$ cat config.mk
export PLATFORM = sky130hd
export DESIGN_NAME = smb_reg_slave
export DESIGN_NICKNAME = d
export VERILOG_FILES = /design/src/rtl/smb_slv_pkg.sv /design/src/rtl/smb_line_sync.sv /design/src/rtl/smb_reg_bank.sv /design/src/rtl/smb_proto_fsm.sv /design/src/rtl/smb_reg_slave.sv
export SDC_FILE = /design/constraint.sdc
export NUM_CORES = 1
export LEC_CHECK = 0
export ABC_CLOCK_PERIOD_IN_PS = 2350
export CAP_MARGIN = 20
export CORE_ASPECT_RATIO = 1.2
export CORE_MARGIN = 2
export CORE_UTILIZATION = 54
export DETAILED_ROUTE_END_ITERATION = 8
export GPL_TIMING_DRIVEN = 0
export PLACE_DENSITY = 0.82
export SYNTH_ARGS = -nofsm -noshare
export SYNTH_HDL_FRONTEND = slang
export SYNTH_SLANG_ARGS = --single-unit
$ cat constraint.sdc
create_clock -name clk -period 2.35 [get_ports clk]
set_clock_uncertainty 0.05 [all_clocks]
set_input_delay 0.3525 -clock clk [delete_from_list [all_inputs] [get_ports clk]]
set_output_delay 0.3525 -clock clk [all_outputs]
set_load 0.005 [all_outputs]
$ cat src/rtl/smb_slv_pkg.sv
// Package: shared types for the two-wire register slave.
// Assumes: one byte per register; the protocol engine walks through the states below.
package smb_slv_pkg;
    localparam int BYTE_W = 8;

    // Protocol engine state
    typedef enum logic [1:0] {
        ST_IDLE,   // not addressed, bus ignored until START
        ST_ADDR,   // shifting in the address byte
        ST_WR,     // receiving command / count / data bytes
        ST_RD      // transmitting bytes to the master
    } smb_state_t;

    // Meaning of the next byte received in write direction
    typedef enum logic [1:0] {
        PH_CMD,
        PH_CNT,
        PH_DATA
    } wr_phase_t;
endpackage

$ cat src/rtl/smb_line_sync.sv
// Module: smb_line_sync
// Brings SCL and SDA into the system clock domain through a synchroniser chain
// and flags clock edges and START/STOP conditions as one-cycle pulses.
// Assumes: STAGES >= 2; the system clock runs several times faster than SCL,
// so each bus event lasts several system cycles.
module smb_line_sync #(
    parameter int STAGES = 2
) (
    input  logic clk,
    input  logic rst_n,
    input  logic scl_i,
    input  logic sda_i,
    output logic scl_s,
    output logic sda_s,
    output logic scl_rise,
    output logic scl_fall,
    output logic start_det,
    output logic stop_det
);
    logic [STAGES-1:0] scl_ff;
    logic [STAGES-1:0] sda_ff;
    logic              scl_q;
    logic              sda_q;

    // Synchroniser chains plus one history flop per line; an idle bus is high
    always_ff @(posedge clk) begin
        if (!rst_n) begin
            scl_ff <= '1;
            sda_ff <= '1;
            scl_q  <= 1'b1;
            sda_q  <= 1'b1;
        end else begin
            scl_ff <= {scl_ff[STAGES-2:0], scl_i};
            sda_ff <= {sda_ff[STAGES-2:0], sda_i};
            scl_q  <= scl_ff[STAGES-1];
            sda_q  <= sda_ff[STAGES-1];
        end
    end

    // Edge and condition decode on the synchronised lines
    always_comb begin
        scl_s     = scl_ff[STAGES-1];
        sda_s     = sda_ff[STAGES-1];
        scl_rise  = scl_s & ~scl_q;
        scl_fall  = ~scl_s & scl_q;
        start_det = scl_s & scl_q & sda_q & ~sda_s;
        stop_det  = scl_s & scl_q & ~sda_q & sda_s;
    end
endmodule

$ cat src/rtl/smb_reg_bank.sv
// Module: smb_reg_bank
// Holds the configuration registers with their reset defaults. One register is
// a read-only identification constant. A write to an offset at or above
// NUM_REGS is dropped, and a read from such an offset returns zero.
// Assumes: NUM_REGS <= 127 so that every offset fits in a 7-bit pointer.
module smb_reg_bank #(
    parameter int          NUM_REGS = 16,
    parameter int          ID_IDX   = 7,
    parameter logic [7:0]  ID_VAL   = 8'h48,
    parameter int          CNT_IDX  = 12,
    parameter logic [7:0]  CNT_RST  = 8'h0F
) (
    input  logic                    clk,
    input  logic                    rst_n,
    input  logic                    we,
    input  logic [6:0]              waddr,
    input  logic [7:0]              wdata,
    input  logic [6:0]              raddr,
    output logic [7:0]              rdata,
    output logic [7:0]              cnt_q,
    output logic [NUM_REGS*8-1:0]   cfg_flat
);
    localparam int IDX_W = (NUM_REGS > 1) ? $clog2(NUM_REGS) : 1;

    logic [7:0] regs [NUM_REGS];

    function automatic logic [7:0] reset_value(input int idx);
        return (idx == CNT_IDX) ? CNT_RST : 8'h00;
    endfunction

    for (genvar i = 0; i < NUM_REGS; i++) begin : g_reg
        if (i == ID_IDX) begin : g_ro
            assign regs[i] = ID_VAL;
        end else begin : g_rw
            logic [7:0] q;
            // Writable register: load default on reset, take data on a matching write
            always_ff @(posedge clk) begin
                if (!rst_n)
                    q <= reset_value(i);
                else if (we && waddr == 7'(i))
                    q <= wdata;
            end
            assign regs[i] = q;
        end
        assign cfg_flat[i*8 +: 8] = regs[i];
    end

    // Read port: an offset beyond the array reads as zero
    always_comb begin
        if (raddr < 7'(NUM_REGS))
            rdata = regs[raddr[IDX_W-1:0]];
        else
            rdata = 8'h00;
        cnt_q = regs[CNT_IDX];
    end

    AST_OOR_WRITE_DROPPED: assert property (@(posedge clk) disable iff (!rst_n)
        (we && waddr >= 7'(NUM_REGS)) |=> $stable(cfg_flat)) else $error("write outside array changed state");
    AST_WRITE_LANDS: assert property (@(posedge clk) disable iff (!rst_n)
        (we && waddr < 7'(NUM_REGS) && waddr != 7'(ID_IDX)) |=>
        regs[$past(waddr[IDX_W-1:0])] == $past(wdata)) else $error("accepted write did not land");
endmodule

$ cat src/rtl/smb_proto_fsm.sv
// Module: smb_proto_fsm
// Bit-level and byte-level engine for the two-wire protocol. It shifts bits in
// on SCL rises and changes its own drive only after SCL falls. It decodes the
// address, command and count bytes and keeps the register pointer, which
// auto-increments.
// Assumes: event pulses come from smb_line_sync; slot 8 of every byte is the
// acknowledge slot.
module smb_proto_fsm
    import smb_slv_pkg::*;
#(
    parameter logic [6:0] DEV_ADDR = 7'h69
) (
    input  logic       clk,
    input  logic       rst_n,
    input  logic       scl_s,
    input  logic       sda_s,
    input  logic       scl_rise,
    input  logic       scl_fall,
    input  logic       start_det,
    input  logic       stop_det,
    input  logic [7:0] rd_data,
    input  logic [7:0] cnt_val,
    output logic [6:0] ptr,
    output logic       we,
    output logic [6:0] waddr,
    output logic [7:0] wdata,
    output logic       sda_oe
);
    smb_state_t state;
    wr_phase_t  wr_ph;
    logic [3:0] slot;
    logic       skip_fall;
    logic [7:0] shreg;
    logic [7:0] txreg;
    logic       rw;
    logic       block_mode;
    logic       m_nack;
    logic [7:0] rem;

    logic [7:0] first_tx;
    logic [7:0] next_tx;
    logic [2:0] bit_sel;

    // Byte to send next: count or register for the first byte, then data or filler
    always_comb begin
        first_tx = block_mode ? cnt_val : rd_data;
        next_tx  = (block_mode && rem == 8'd0) ? 8'hFF : rd_data;
        bit_sel  = 3'd6 - slot[2:0];
    end

    // Protocol sequencing: conditions first, then sampling on rise, then action on fall
    always_ff @(posedge clk) begin
        if (!rst_n) begin
            state      <= ST_IDLE;
            wr_ph      <= PH_CMD;
            slot       <= 4'd0;
            skip_fall  <= 1'b0;
            shreg      <= 8'h00;
            txreg      <= 8'hFF;
            rw         <= 1'b0;
            block_mode <= 1'b0;
            m_nack     <= 1'b1;
            rem        <= 8'd0;
            ptr        <= 7'd0;
            we         <= 1'b0;
            waddr      <= 7'd0;
            wdata      <= 8'h00;
            sda_oe     <= 1'b0;
        end else begin
            we <= 1'b0;
            if (start_det) begin
                state     <= ST_ADDR;
                slot      <= 4'd0;
                skip_fall <= 1'b1;
                sda_oe    <= 1'b0;
            end else if (stop_det) begin
                state  <= ST_IDLE;
                sda_oe <= 1'b0;
            end else if (state != ST_IDLE) begin
                if (scl_rise) begin
                    if (slot < 4'd8)
                        shreg <= {shreg[6:0], sda_s};
                    else
                        m_nack <= sda_s;
                end
                if (scl_fall) begin
                    if (skip_fall) begin
                        skip_fall <= 1'b0;
                    end else if (slot != 4'd8) begin
                        slot <= slot + 4'd1;
                        if (state == ST_RD) begin
                            // Transmit: next data bit, or let go for the master's ACK
                            sda_oe <= (slot == 4'd7) ? 1'b0 : ~txreg[bit_sel];
                        end else if (slot == 4'd7) begin
                            // A whole byte has been received
                            if (state == ST_ADDR) begin
                                if (shreg[7:1] == DEV_ADDR) begin
                                    rw     <= shreg[0];
                                    sda_oe <= 1'b1;
                                end else begin
                                    state <= ST_IDLE;
                                end
                            end else begin
                                sda_oe <= 1'b1;
                                case (wr_ph)
                                    PH_CMD: begin
                                        block_mode <= ~shreg[7];
                                        ptr        <= shreg[7] ? shreg[6:0] : 7'd0;
                                        wr_ph      <= shreg[7] ? PH_DATA : PH_CNT;
                                    end
                                    PH_CNT: wr_ph <= PH_DATA;
                                    default: begin
                                        we    <= 1'b1;
                                        waddr <= ptr;
                                        wdata <= shreg;
                                        ptr   <= ptr + 7'd1;
                                    end
                                endcase
                            end
                        end
                    end else begin
                        // End of the acknowledge slot
                        slot <= 4'd0;
                        if (state == ST_ADDR) begin
                            if (rw) begin
                                state  <= ST_RD;
                                txreg  <= first_tx;
                                sda_oe <= ~first_tx[7];
                                if (block_mode) rem <= cnt_val;
                                else            ptr <= ptr + 7'd1;
                            end else begin
                                state  <= ST_WR;
                                wr_ph  <= PH_CMD;
                                sda_oe <= 1'b0;
                            end
                        end else if (state == ST_RD) begin
                            if (m_nack) begin
                                state  <= ST_IDLE;
                                sda_oe <= 1'b0;
                            end else begin
                                txreg  <= next_tx;
                                sda_oe <= ~next_tx[7];
                                if (!(block_mode && rem == 8'd0)) begin
                                    ptr <= ptr + 7'd1;
                                    if (block_mode) rem <= rem - 8'd1;
                                end
                            end
                        end else begin
                            sda_oe <= 1'b0;
                        end
                    end
                end
            end
        end
    end

    AST_DRIVE_ONLY_SCL_LOW: assert property (@(posedge clk) disable iff (!rst_n)
        $rose(sda_oe) |-> !scl_s) else $error("drive began with SCL high");
    AST_STOP_RELEASES: assert property (@(posedge clk) disable iff (!rst_n)
        stop_det |=> !sda_oe) else $error("drive held after STOP");
    AST_UNADDR_SILENT: assert property (@(posedge clk) disable iff (!rst_n)
        (state == ST_IDLE && $past(state == ST_IDLE)) |-> !sda_oe) else $error("idle slave drives SDA");
    AST_NO_WRITE_WHILE_READ: assert property (@(posedge clk) disable iff (!rst_n)
        (state == ST_RD) |-> !we) else $error("register write during read");
endmodule

$ cat src/rtl/smb_reg_slave.sv
// Module: smb_reg_slave (top)
// Two-wire register slave: line synchroniser, protocol engine and register bank.
// Assumes: the pad pulls SDA low while sda_oe is 1 and releases it otherwise;
// the system clock runs at least 8 times faster than SCL.
module smb_reg_slave #(
    parameter logic [6:0] DEV_ADDR    = 7'h69,
    parameter int         NUM_REGS    = 16,
    parameter int         ID_IDX      = 7,
    parameter logic [7:0] ID_VAL      = 8'h48,
    parameter int         CNT_IDX     = 12,
    parameter logic [7:0] CNT_RST     = 8'h0F,
    parameter int         SYNC_STAGES = 2
) (
    input  logic                  clk,
    input  logic                  rst_n,
    input  logic                  scl_i,
    input  logic                  sda_i,
    output logic                  sda_oe,
    output logic [NUM_REGS*8-1:0] cfg_regs
);
    logic       scl_s, sda_s, scl_rise, scl_fall, start_det, stop_det;
    logic [6:0] ptr;
    logic       we;
    logic [6:0] waddr;
    logic [7:0] wdata;
    logic [7:0] rd_data;
    logic [7:0] cnt_q;

    smb_line_sync #(.STAGES(SYNC_STAGES)) u_sync (
        .clk(clk), .rst_n(rst_n), .scl_i(scl_i), .sda_i(sda_i),
        .scl_s(scl_s), .sda_s(sda_s), .scl_rise(scl_rise), .scl_fall(scl_fall),
        .start_det(start_det), .stop_det(stop_det)
    );

    smb_proto_fsm #(.DEV_ADDR(DEV_ADDR)) u_fsm (
        .clk(clk), .rst_n(rst_n), .scl_s(scl_s), .sda_s(sda_s),
        .scl_rise(scl_rise), .scl_fall(scl_fall),
        .start_det(start_det), .stop_det(stop_det),
        .rd_data(rd_data), .cnt_val(cnt_q), .ptr(ptr),
        .we(we), .waddr(waddr), .wdata(wdata), .sda_oe(sda_oe)
    );

    smb_reg_bank #(
        .NUM_REGS(NUM_REGS), .ID_IDX(ID_IDX), .ID_VAL(ID_VAL),
        .CNT_IDX(CNT_IDX), .CNT_RST(CNT_RST)
    ) u_bank (
        .clk(clk), .rst_n(rst_n), .we(we), .waddr(waddr), .wdata(wdata),
        .raddr(ptr), .rdata(rd_data), .cnt_q(cnt_q), .cfg_flat(cfg_regs)
    );
endmodule

==> impl_metrics.toml, run 1 <==
[placed_design]
placed_cells = 1323
dpl.hpwl_mm = 20.81
finalWeightedCongestion = 1.013
numPortBuffers = 123
pre_cts_slack_ns = -0.2978

[synth]
ys_async_sr_fraction_pct = 0
yosysSeqAreaShare_pct = 42.70
synth.avg_cell_area_um2 = 8.843
synth_ff_type = "dfxtp_1"
synth_edf_count = 0
yosys_warnings = 0
syn_area_um2 = 8720
synthCells = 986
ys_types = 65
ys_ff_latch = 186

[worst_setup_path]
critPathKind = "flop to flop"
crit_path_start_kind = "flop"
arrival_ns = 2.59
critPathRequiredTime_ns = 2.61
crit_fanout = 10
endpoint_kind = "flop"

[clock_tree]
cts_tree = "yes"
cts_buffers = 17
cts.reportedPaths.clkPinSlew_ns = 0.07
clockBufferDepth = 2
htreeDepth = 4
root_buffer = "clkbuf_16"
cts.sinks = 186
worstSkewPairLatency_ns = 0.44

[global_route]
antenna_found_initial = 0
grt_pass1_vias = 7996
grt_overflow_total = 0
grt_max_degree = 17
grt_pass1_wl_mm = 44.57
grt_usage_pct = 34.07

[floorplan]
fp-row-count = 50
ios = 133
die_y_um = 143.2
start_util_pct = 55.53
fp.dieW_um = 120
coreArea_um2 = 15700
die_area_um2 = 17180

[flow_run]
cap_viol_max_count = 0

[worst_hold_path]
min_path_type = "input port to flop"

[timing]
fin_crit_ns = 2.321
final.period_utilization_pct = 98.75
final-setup-viol-count = 0
rsz0062_at_grt = "true"
hold_slack_ns = 0.2604
drv_slew = 0
max_slew_margin_pct = 46.52
tightest_slew_ns = 0.8022
final_hold_viol_count = 0
fin_ws_ns = 0.02948
clock.fmax_ghz = 0.4309

[layout]
drive_gt1_share_pct = 10.03
finalNetCount = 1142
syn_to_final_growth_pct = 25.73
final_cells = 1354
num_antenna_cells = 0

[route]
wire_per_inst_um = 21.66
via_count = 8408
route.detailed.drc = 0
drt_first_pass_iters = 6
vias_per_cell = 6.210
detail-route-antenna-nets = 0
drt_iter0_drc = 1033
routed_wl_mm = 29.33

[power]
p_per_area_nw_per_um2 = 584.9
power_mw = 6.412
power_leakage_nw = 4.382
max-vdd-ir-drop_mv = 0.4918

[status]
status = "completed"
==> metal layers <==
layer / part of all wire, % / wire, um / GRT usage (%) / vias to the layer above
li1: - / - / - / 3724
met1: 38 / 11240 / 41.45 / 3935
met2: 46 / 13430 / 55.71 / 616
met3: 9.5 / 2781 / 6.949 / 133
met4: 6.4 / 1870 / 20.25 / 0
met5: 0 / 0 / 0 / -
==> worst paths after layout <==
path	slack [ns]	from	depth (start not counted)	end
worst max-delay path	0.03	u_fsm.ptr[0]$_SDFFE_PN0P_	6	u_fsm.txreg[3]$_SDFFE_PN1P_
worst min-delay path	0.26	rst_n	2	u_sync.sda_ff[1]$_SDFF_PN1_
worst max register to register	0.03	u_fsm.ptr[0]$_SDFFE_PN0P_	6	u_fsm.txreg[3]$_SDFFE_PN1P_
worst min register to register	0.36	u_sync.sda_ff[0]$_SDFF_PN1_	1	u_sync.sda_ff[1]$_SDFF_PN1_
==> kinds of logic after synthesis <==
| kind of cell | synth area share (%) |
|---|---|
| other | 0.08613 |
| buffers and inverters | 5.108 |
| DFF | 42.70 |
| muxes | 19.80 |
| xor gates and xnor gates | 0.1005 |
| and+or+nand+nor | 19.63 |
| AOI/OAI and AO/OA | 11.85 |
| adders and majority gates | 0.7175 |
==> layout by cell type, fill, tap and decap left out, types with 11 or more instances in the layout <==
master	count
o21ai_0	30
nand3_1	46
a21oi_1	77
mux2i_1	123
inv_1	15
clkdlybuf4s50_1	123
mux2_2	12
nand2b_1	11
clkbuf_16	17
buf_4	17
clkbuf_1	55
nand2_1	97
dfxtp_1	184
mux4_2	16
nor2_1	148
==> power breakdown <==
part           internal (mW)  switching [mW]
registers               3.16         0.00767
clock network           1.81            1.29
logic                 0.0368           0.105
total                   5.01            1.40
==> synthesized netlist by cell type, types with 9 or more instances <==
cell,count,area share (%)
a21oi_1,78,4.5
nand2b_1,11,0.79
nand3_1,47,2.7
nand2_1,99,4.3
mux2i_1,123,14
nor3_1,9,0.52
o21ai_0,30,1.7
dfxtp_1,186,43
buf_2,14,0.80
nor2_1,148,6.4
mux2_2,12,1.5
mux4_2,16,4.1
inv_1,15,0.65
buf_4,12,1.0
clkbuf_1,57,2.5
==> what timing repair did <==
action	in CTS	in global routing
hold buffers	0	0
setup buffers	0	0
resized for setup	9	20
setup endpoints to repair	23	50
==> registers in the layout, indices dropped and copies added, names as in the netlist <==
signal and cells:
u_fsm.skip_fall 1, u_sync.scl_q 1, u_fsm.we 1, u_fsm.ptr 7, u_fsm.slot 4, u_sync.sda_q 1, u_fsm.state 2, u_fsm.wdata 8
u_fsm.m_nack 1, u_bank.cnt_q 8, u_sync.sda_ff 2, u_fsm.txreg 8, u_fsm.wr_ph 2, u_fsm.block_mode 1, u_fsm.shreg 8, u_fsm.rw 1
u_bank.g.g_rw.q 112, u_fsm.waddr 7, u_sync.scl_ff 2, u_fsm.rem 8, u_fsm.sda_oe 1
==> stage by stage <==
stage / util (%) / TNS (ns) / instance area, um2
3_5_place_dp: 65.17 / -2.428 / 10230
5_1_grt: 69.82 / -0.05945 / 10960
6_report: 69.82 / 0 / 10960
3_3_place_gp: 65.17 / -1.706 / 10230
2_1_floorplan: - / 0 / 8742
4_1_cts: 69.42 / 0 / 10900
==> layout make-up <==
type / instances / area, um2
sequential: 186 / 3726
inverter: 16 / 60.06
multi-input combinational: 706 / 4654
clock inverter: 14 / 193.9
buffer: 83 / 397.9
clock buffer: 18 / 439.2
timing repair buffer: 123 / 1231
tap: 208 / 260.3
fill: 1218 / 4740
==> worst max-delay path: stages (launching register included) <==
cell and delay [ns]:
dfxtp_1 0.33, buf_2 0.20, buf_6 0.21, mux4_2 0.56, mux4_2 0.48, a22oi_1 0.24
a21oi_1 0.10
Power figures use the tool's default switching activity.
==> inputs of run 2 (changes only) <==
--- a/config.mk
+++ b/config.mk
@@ -9,10 +9,10 @@
 export CAP_MARGIN = 20
 export CORE_ASPECT_RATIO = 1.2
 export CORE_MARGIN = 2
-export CORE_UTILIZATION = 54
+export CORE_UTILIZATION = 30
 export DETAILED_ROUTE_END_ITERATION = 8
 export GPL_TIMING_DRIVEN = 0
-export PLACE_DENSITY = 0.82
+export PLACE_DENSITY = 0.51
 export SYNTH_ARGS = -nofsm -noshare
 export SYNTH_HDL_FRONTEND = slang
 export SYNTH_SLANG_ARGS = --single-unit
==> run 2 against run 1 <==
Effect of this change:
- critical path depth is the same
- cell count rose by 13%
- clock-buffer cell count decreased by 1
- setup slack got worse by 0.0097 ns
- largest power group unchanged
- critical endpoint is now u_fsm.txreg[6]$_SDFFE_PN1P_
- core utilization shrank 31 points
- global-route usage decreased by 13 points
==> impl_metrics.toml, run 2 (synthesized netlist as in run 1, its figures left out) <==
[global_route]
use_met3_pct = 3.893
grt-busiest-layer = "met2"
grt_usage_pct = 21.32
grt_use_met1_pct = 26.83
grt_max_degree = 20
grt_pass1_vias = 7709
antenna_found_initial = 0
grt_overflow_total = 0
grt_pass1_wl_mm = 48.56
use_met2_pct = 36.40

[clock_tree]
worstSkewPairLatency_ns = 0.45
root_buffer = "clkbuf_16"
cts.sinks = 186
cts_tree = "yes"
clockBufferDepth = 2
cts_buffers = 17
cts.reportedPaths.clkPinSlew_ns = 0.07
htreeDepth = 4

[floorplan]
fp-row-count = 68
die_y_um = 190.8
ios = 133
coreArea_um2 = 28670
die_area_um2 = 30450
start_util_pct = 30.41
fp.dieW_um = 159.6

[timing]
final.period_utilization_pct = 99.16
max_slew_margin_pct = 43.87
fin_tns_setup_ns = 0
final_hold_viol_count = 0
final-setup-viol-count = 0
rsz0062_at_grt = "true"
drv_slew = 0
tightest_slew_ns = 0.8420
clock.fmax_ghz = 0.4291
fin_crit_ns = 2.330

[layout]
final_cell_mix = "dfxtp_1 (184), nor2_1 (148), mux2i_1 (123), clkdlybuf4s50_1 (123), nand2_1 (98)"
largest_reg_flops = 112
syn_to_final_growth_pct = 28.05
drive_gt1_share_pct = 10.28
final_common_cell = "dfxtp_1"
num_antenna_cells = 0
regMostFlops = "u_bank.g.g_rw.q"
post-route-util_pct = 38.94
finalNetCount = 1145

[power]
max-vdd-ir-drop_mv = 0.3332
p_per_area_nw_per_um2 = 555.9
power_leakage_nw = 4.370
power_mw = 6.207

[placed_design]
dpl.hpwl_mm = 24.07
numPortBuffers = 123
finalWeightedCongestion = 0.8701

[worst_setup_path]
critPathKind = "flop to flop"
crit_fanout = 10
crit_path_start_kind = "flop"
critPathRequiredTime_ns = 2.61
reg2reg_setup_slack_ns = 0.02
endpoint_kind = "flop"
arrival_ns = 2.59

[route]
wire_per_inst_um = 21.27
detail-route-antenna-nets = 0
drt_first_pass_iters = 7
vias_per_cell = 5.163
route.detailed.drc = 0
via_count = 7915
routed_wl_mm = 32.60
drt_iter0_drc = 635

[flow_run]
cap_viol_max_count = 0

[status]
status = "completed"

[worst_hold_path]
min_path_type = "input port to flop"
==> run 2: power breakdown <==
group | internal [mW] | switching (mW) | total [mW]
logic | 0.0366 | 0.109 | 0.145
registers | 3.15 | 0.00751 | 3.16
clock network | 1.42 | 1.48 | 2.90
==> run 2: worst max-delay path, cell delays in order (launching register included) <==
cell and delay [ns]:
dfxtp_1 0.33, buf_2 0.21, buf_8 0.20, mux4_2 0.57
mux4_2 0.49, a22oi_1 0.23, a21oi_1 0.10
==> run 2: repair_timing <==
| item | CTS | global route |
|---|---|---|
| pin swaps | 0 | 1 |
| setup buffers | 0 | 2 |
| hold buffers | 0 | 0 |
| setup endpoints to repair | 23 | 46 |
| hold endpoints to repair | 0 | 0 |
| gates resized for setup | 13 | 19 |
==> run 2: routing by layer <==
layer	up-vias	share of wire [%]	wire length [um]
li1	3732	-	-
met3	51	6.1	1979
met1	3839	42	13800
met2	293	49	15910
met5	-	0	0
met4	0	2.8	913
==> run 2: layout make-up <==
| cell class | count | area [um2] |
|---|---|---|
| fill | 2953 | 17510 |
| clock inverter | 14 | 156.4 |
| clock buffer | 17 | 425.4 |
| timing repair buffer | 125 | 1246 |
| sequential | 186 | 3726 |
| tap | 385 | 481.7 |
| multi-input combinational | 706 | 4659 |
| inverter | 16 | 60.06 |
| buffer | 84 | 410.4 |
==> run 2: stage by stage <==
stage	setup WS, ns	std cells	area [um2]	hold slack [ns]
after floorplan	0.2901	992	8742	0.3363
after global placement	-0.3918	1500	10460	0.3474
after detailed placement	-0.3842	1500	10460	0.3479
after CTS	0.002786	1531	11080	0.2567
after global routing	-0.02633	1533	11170	0.2948
final	0.01974	1533	11170	0.2636
==> run 2: worst paths after layout <==
kind | startpoint | end | depth (start not counted)
worst max register to register | u_fsm.ptr[0]$_SDFFE_PN0P_ | u_fsm.txreg[6]$_SDFFE_PN1P_ | 6
worst min-delay path | rst_n | u_sync.scl_q$_SDFF_PN1_ | 2
worst min register to register | u_sync.scl_ff[0]$_SDFF_PN1_ | u_sync.scl_ff[1]$_SDFF_PN1_ | 1
worst max-delay path | u_fsm.ptr[0]$_SDFFE_PN0P_ | u_fsm.txreg[6]$_SDFFE_PN1P_ | 6
